<file path="config.mk">
export PLATFORM = sky130hd
export DESIGN_NAME = gpio_regblock
export DESIGN_NICKNAME = d
export VERILOG_FILES = /design/src/rtl/gpio_reg_pkg.sv /design/src/rtl/gpio_addr_dec.sv /design/src/rtl/gpio_level_reg.sv /design/src/rtl/gpio_rsp_reg.sv /design/src/rtl/gpio_regblock.sv
export SDC_FILE = /design/constraint.sdc
export NUM_CORES = 1
export LEC_CHECK = 0
export BUFFER_PORTS_ARGS = -buffer_cell sky130_fd_sc_hd__buf_2
export CAP_MARGIN = 0
export CORE_ASPECT_RATIO = 1.75
export CORE_MARGIN = 3
export CORE_UTILIZATION = 59
export CTS_BUF_LIST = sky130_fd_sc_hd__clkbuf_8
export CTS_CLUSTER_SIZE = 12
export DETAILED_ROUTE_END_ITERATION = 8
export GPL_ROUTABILITY_DRIVEN = 1
export PLACE_DENSITY = 0.88
export SYNTH_ARGS = -nofsm -noshare
export SYNTH_HDL_FRONTEND = slang
export SYNTH_SLANG_ARGS = --single-unit
</file>
<file path="constraint.sdc">
create_clock -name clk_i -period 5.7 [get_ports clk_i]
set_input_delay 1.14 -clock clk_i [delete_from_list [all_inputs] [get_ports clk_i]]
set_output_delay 1.14 -clock clk_i [all_outputs]
set_load 0.02 [all_outputs]
</file>
<file path="src/rtl/gpio_reg_pkg.sv">
package gpio_reg_pkg;

  typedef enum logic [2:0] {
    SLOT_LEVEL,
    SLOT_DIR,
    SLOT_SET,
    SLOT_CLR,
    SLOT_EDGE,
    SLOT_SPARE,
    SLOT_NONE
  } slot_e;

  localparam int unsigned OFS_LEVEL = 32'h00;
  localparam int unsigned OFS_DIR   = 32'h04;
  localparam int unsigned OFS_SET   = 32'h08;
  localparam int unsigned OFS_CLR   = 32'h0C;
  localparam int unsigned OFS_SPARE = 32'h20;

  localparam int unsigned N_EDGE_SLOTS = 3;
  localparam int unsigned EDGE_BASE    = 32'h10;

endpackage

</file>
<file path="src/rtl/gpio_addr_dec.sv">
module gpio_addr_dec
  import gpio_reg_pkg::*;
#(
  parameter int unsigned ADDR_W = 8
) (
  input  logic [ADDR_W-1:0] addr_i,
  output slot_e             slot_o
);

  logic [N_EDGE_SLOTS-1:0] edge_hit;

  // placeholder edge-control words sit at consecutive word offsets
  for (genvar g = 0; g < N_EDGE_SLOTS; g++) begin : g_edge
    assign edge_hit[g] = (addr_i == ADDR_W'(EDGE_BASE + 4 * g));
  end

  always_comb begin
    slot_o = SLOT_NONE;
    if      (addr_i == ADDR_W'(OFS_LEVEL)) slot_o = SLOT_LEVEL;
    else if (addr_i == ADDR_W'(OFS_DIR))   slot_o = SLOT_DIR;
    else if (addr_i == ADDR_W'(OFS_SET))   slot_o = SLOT_SET;
    else if (addr_i == ADDR_W'(OFS_CLR))   slot_o = SLOT_CLR;
    else if (addr_i == ADDR_W'(OFS_SPARE)) slot_o = SLOT_SPARE;
    else if (|edge_hit)                    slot_o = SLOT_EDGE;
  end

endmodule

</file>
<file path="src/rtl/gpio_level_reg.sv">
module gpio_level_reg #(
  parameter int unsigned DATA_W = 32
) (
  input  logic              clk_i,
  input  logic              rst_ni,
  input  logic              set_i,
  input  logic              clr_i,
  input  logic [DATA_W-1:0] wdata_i,
  input  logic [DATA_W-1:0] dir_i,
  output logic [DATA_W-1:0] level_o,
  output logic              reject_o
);

  logic              hit;
  logic [DATA_W-1:0] level_q;

  // strobe qualified as a whole: any written bit on an output pin
  assign hit      = |(wdata_i & dir_i);
  assign reject_o = (set_i | clr_i) & ~hit;
  assign level_o  = level_q;

  always_ff @(posedge clk_i or negedge rst_ni) begin
    if (!rst_ni)             level_q <= '0;
    else if (set_i && hit)   level_q <= level_q | wdata_i;
    else if (clr_i && hit)   level_q <= level_q & ~wdata_i;
  end

  AST_SET_APPLIES: assert property (@(posedge clk_i) disable iff (!rst_ni)
    (set_i && hit) |=> ((level_q & $past(wdata_i)) == $past(wdata_i)));
  AST_CLR_APPLIES: assert property (@(posedge clk_i) disable iff (!rst_ni)
    (clr_i && hit) |=> ((level_q & $past(wdata_i)) == '0));
  AST_REJECT_HOLDS: assert property (@(posedge clk_i) disable iff (!rst_ni)
    reject_o |=> $stable(level_q));

endmodule

</file>
<file path="src/rtl/gpio_rsp_reg.sv">
module gpio_rsp_reg #(
  parameter int unsigned DATA_W = 32
) (
  input  logic              clk_i,
  input  logic              rst_ni,
  input  logic [DATA_W-1:0] rdata_i,
  input  logic              err_i,
  output logic [DATA_W-1:0] rdata_o,
  output logic              err_o
);

  always_ff @(posedge clk_i or negedge rst_ni) begin
    if (!rst_ni) begin
      rdata_o <= '0;
      err_o   <= 1'b0;
    end else begin
      rdata_o <= rdata_i;
      err_o   <= err_i;
    end
  end

endmodule

</file>
<file path="src/rtl/gpio_regblock.sv">
module gpio_regblock
  import gpio_reg_pkg::*;
#(
  parameter int unsigned DATA_W = 32,
  parameter int unsigned ADDR_W = 8,
  parameter int unsigned IRQ_N  = 9
) (
  input  logic              clk_i,
  input  logic              rst_ni,
  input  logic              req_valid_i,
  input  logic              req_we_i,
  input  logic [ADDR_W-1:0] req_addr_i,
  input  logic [DATA_W-1:0] req_wdata_i,
  output logic [DATA_W-1:0] rsp_rdata_o,
  output logic              rsp_err_o,
  output logic [DATA_W-1:0] gpio_out_o,
  output logic [DATA_W-1:0] gpio_oe_o,
  output logic [IRQ_N-1:0]  irq_o
);

  slot_e             slot;
  logic              rd, wr;
  logic [DATA_W-1:0] dir_q, spare_q, level;
  logic              reject;
  logic              rd_bad, wr_bad, err_d;
  logic [DATA_W-1:0] rdata_d;

  assign rd = req_valid_i & ~req_we_i;
  assign wr = req_valid_i &  req_we_i;

  gpio_addr_dec #(.ADDR_W(ADDR_W)) u_dec (
    .addr_i (req_addr_i),
    .slot_o (slot)
  );

  always_ff @(posedge clk_i or negedge rst_ni) begin
    if (!rst_ni) begin
      dir_q   <= '0;
      spare_q <= '0;
    end else if (wr) begin
      if (slot == SLOT_DIR)   dir_q   <= req_wdata_i;
      if (slot == SLOT_SPARE) spare_q <= req_wdata_i;
    end
  end

  gpio_level_reg #(.DATA_W(DATA_W)) u_level (
    .clk_i    (clk_i),
    .rst_ni   (rst_ni),
    .set_i    (wr && slot == SLOT_SET),
    .clr_i    (wr && slot == SLOT_CLR),
    .wdata_i  (req_wdata_i),
    .dir_i    (dir_q),
    .level_o  (level),
    .reject_o (reject)
  );

  always_comb begin
    rdata_d = '0;
    rd_bad  = 1'b0;
    if (rd) begin
      unique case (slot)
        SLOT_LEVEL: rdata_d = level;
        SLOT_DIR:   rdata_d = dir_q;
        SLOT_SPARE: rdata_d = spare_q;
        default:    rd_bad  = 1'b1;
      endcase
    end
  end

  assign wr_bad = wr & (slot == SLOT_NONE || slot == SLOT_LEVEL);
  assign err_d  = rd_bad | wr_bad | reject;

  gpio_rsp_reg #(.DATA_W(DATA_W)) u_rsp (
    .clk_i   (clk_i),
    .rst_ni  (rst_ni),
    .rdata_i (rdata_d),
    .err_i   (err_d),
    .rdata_o (rsp_rdata_o),
    .err_o   (rsp_err_o)
  );

  assign gpio_out_o = level;
  assign gpio_oe_o  = dir_q;

  // edge detection not implemented: lines held inactive
  for (genvar g = 0; g < IRQ_N; g++) begin : g_irq
    assign irq_o[g] = 1'b0;
  end

  AST_DIR_ONLY_BY_WRITE: assert property (@(posedge clk_i) disable iff (!rst_ni)
    !(wr && slot == SLOT_DIR) |=> $stable(gpio_oe_o));
  AST_SPARE_ONLY_BY_WRITE: assert property (@(posedge clk_i) disable iff (!rst_ni)
    !(wr && slot == SLOT_SPARE) |=> $stable(spare_q));
  AST_EDGE_WRITE_QUIET: assert property (@(posedge clk_i) disable iff (!rst_ni)
    (wr && slot == SLOT_EDGE) |=> (!rsp_err_o && $stable(gpio_out_o) && $stable(gpio_oe_o)));
  AST_BAD_WRITE_NO_STATE: assert property (@(posedge clk_i) disable iff (!rst_ni)
    (wr && slot == SLOT_NONE) |=> (rsp_err_o && $stable(gpio_out_o) && $stable(gpio_oe_o)));
  AST_ERR_NEEDS_REQ: assert property (@(posedge clk_i) disable iff (!rst_ni)
    rsp_err_o |-> $past(req_valid_i));
  AST_RDATA_IDLE_ZERO: assert property (@(posedge clk_i) disable iff (!rst_ni)
    !rd |=> (rsp_rdata_o == '0));

endmodule

</file>
==> flow_metrics.env <==
export IMPL_status="finished clean"
export IMPL_die_y_um=136
export IMPL_clk_path_buf_depth=2
export IMPL_async_flop_share=1.00
export IMPL_hold_path_class="flip-flop to flip-flop"
export IMPL_ios=150
export IMPL_cts_tree="done"
export IMPL_first_iter_violations=439
export IMPL_num_vias=4659
export IMPL_synth_yosys_seq_area_share=0.566
export IMPL_yosysWarnings=0
export IMPL_grt_max_degree=82
export IMPL_hold_viol=0
export IMPL_slew_headroom=0.125
export IMPL_cp_required_ns=6.00
export IMPL_dpl_cell_area_um2=6390
export IMPL_vias_per_cell=6.32
export IMPL_grt_usage=0.290
export IMPL_ir_worst_vdd_mv=0.237
export IMPL_portBuffers=140
export IMPL_initial_core_util=0.615
export IMPL_ys_types=31
export IMPL_seq_area_um2=3230
export IMPL_fin_nets=648
export IMPL_cts_root_buf="clkbuf_8"
export IMPL_dp_hpwl_um=10000
export IMPL_synth_edff_count=0
export IMPL_critical_path_class="primary input to flip-flop"
export IMPL_clock_sinks=129
export IMPL_syn_area_um2=5700
export IMPL_drc=0
export IMPL_die_w_um=80.3
export IMPL_rrSetupSlack_ns=2.70
export IMPL_clock_latency_ns=0.45
export IMPL_pwr_density_cell_nw_per_um2=275
export IMPL_ys_ff_latch=129
export IMPL_diodes=0
export IMPL_max_freq_ghz=0.280
export IMPL_p_leak_uw=0.00357
export IMPL_setup_tns_ns=0
export IMPL_tightest_slew_ns=1.31
export IMPL_maxCapViolCount=0
export IMPL_synth_main_ff_cell="dfrtp_1"
export IMPL_min_path_cells=1
export IMPL_finalCritPeriodShare=0.628
export IMPL_wirelength_um=15200
export IMPL_gp_congestion=0.816
export IMPL_grt_pass1_wl_um=23800
export IMPL_crit_fanout=34
export IMPL_drt_first_pass_iters=7
export IMPL_coreArea_um2=9270
export IMPL_period_needed_ns=3.58
export IMPL_area_growth_pct=18.9
export IMPL_gr_total_overflow=0
export IMPL_rows=46
export IMPL_post_synth_cell_area_avg_um2=12.0
export IMPL_htreeDepth=4
export IMPL_critical_path_arrival_ns=3.88
export IMPL_wl_per_cell_um=20.6
export IMPL_clock_skew_ns=0.00840
export IMPL_numCtsBuffers=17
export IMPL_layout_drive_gt1_share=0.413
export IMPL_multi_input_area_um2=2260
export IMPL_power_total_uw=1870
export IMPL_cp_start_kind="primary input"
export IMPL_ant_nets=0
export IMPL_crit_path_end_kind="flip-flop"
export IMPL_post_cts_setup_buffer_count=0
export IMPL_reg2regPathDepth=5
export IMPL_finalInstanceArea_um2=6780
export IMPL_fill_cells=623
export IMPL_die_area_um2=10900
export IMPL_clkSlewWorstSetupHoldPaths_ns=0.07
export IMPL_antenna_found_initial=0
export IMPL_netlist_instances=476
export IMPL_setup_viol=0
export IMPL_cts_resized=0
export IMPL_cts_hold_buf=0
export IMPL_rsz0062_at_grt="false"
export IMPL_final_max_slew_violation_count=0
export IMPL_grt_pass1_vias=4547
## Yosys cell counts, types with 2 or more instances
cell,number,area [um^2]
dfrtp_1,129,3230
a31oi_2,13,163
inv_1,2,7.51
mux2_2,60,676
nor2b_1,2,12.5
clkbuf_1,17,63.8
nand2_1,3,11.3
buf_6,4,45.0
nor2_1,66,248
buf_4,9,67.6
buf_2,12,60.1
mux2_1,4,45.0
nor3_1,2,10.0
a21oi_1,35,175
mux2i_1,32,320
a22oi_1,16,120
nand4_1,4,25.0
buf_1,3,11.3
a31oi_1,51,319
## final timing paths
check | start | endpoint
max in group asynchronous | rst_ni | u_rsp.rdata_o[12]
hold reg to reg | spare_q[6] | spare_q[6]
setup reg to reg | gpio_oe_o[8] | flip-flop
min in group asynchronous | rst_ni | u_rsp.rdata_o[26]
hold / removal | spare_q[6] | spare_q[6]
setup / recovery | req_addr_i[1] | flip-flop
## kinds of logic (layout without fill, tap and decap cells)
| logic type | after synthesis | count (layout) | share of synthesized area |
|---|---|---|---|
| mux | 96 | 96 | 0.183 |
| simple gates | 86 | 86 | 0.0671 |
| compound gates | 117 | 117 | 0.139 |
| flops | 129 | 129 | 0.566 |
| buf+inv | 47 | 180 | 0.0448 |
| other cells | 1 | 9 | 0.000658 |
## cell usage in the layout (no fill, tap or decap)
cell type / netlist / final
nor2b_1: 2 / 1
buf_2: 12 / 139
a31oi_1: 51 / 51
nand2_1: 3 / 3
mux2_2: 60 / 60
clkinv_4: 0 / 1
nor2b_2: 0 / 1
nand4_1: 4 / 4
buf_4: 9 / 7
nor3_1: 2 / 1
nor3_2: 0 / 1
mux2_1: 4 / 4
a22oi_1: 16 / 16
a21oi_1: 35 / 35
conb_1: 1 / 9
clkinvlp_4: 0 / 6
a211oi_1: 1 / 1
clkbuf_8: 0 / 18
and2_4: 1 / 1
o22ai_1: 1 / 1
inv_6: 0 / 1
or4_1: 1 / 1
nor4_2: 1 / 1
bufinv_16: 0 / 2
nand3_1: 1 / 1
inv_1: 2 / 3
clkinv_2: 0 / 3
or4_4: 1 / 1
nor4_1: 1 / 1
a31oi_2: 13 / 13
dfrtp_1: 129 / 129
and3_1: 1 / 1
nand3b_1: 1 / 1
nand4bb_1: 1 / 1
nor2_1: 66 / 66
mux2i_1: 32 / 32
## routing by layer
metal  wire [um]  track usage  share of wire  vias up
li1            -            -              -     1984
met4         719        0.133          0.047        0
met1        5340        0.346           0.35     2320
met3        1200       0.0729          0.079       61
met2        7940        0.487           0.52      294
met5           0            0              0        -
## through the flow
stage	std cells	hold WS (ns)	setup WS, ns	util
after floorplan	484	0.479	2.96	-
after global placement	705	0.487	1.87	0.690
after detailed placement	705	0.494	1.75	0.690
after CTS	737	0.509	2.20	0.732
after global routing	737	0.523	2.05	0.732
final	737	0.511	2.12	0.732
## worst max-delay path, cell delays in order
cell	delay [ns]
buf_2	0.10
or4_4	0.56
nor3_1	0.20
and3_1	1.08
and2_4	0.61
a31oi_1	0.17
## power breakdown
part,leakage [uW],switching [uW],internal [uW]
Combinational,0.00159,118,47.3
Clock,0.000184,358,396
Sequential,0.00179,14.7,932
## cell type report
class	count	share of cell area
Clock buffer	18	0.0365
Clock inverter	14	0.0209
Sequential cell	129	0.476
Tap cell	120	0.0221
Inverter	2	0.00111
Multi-Input combinational cell	308	0.333
Timing Repair Buffer	146	0.110
Note: power is estimated with default switching activity, not from simulation.
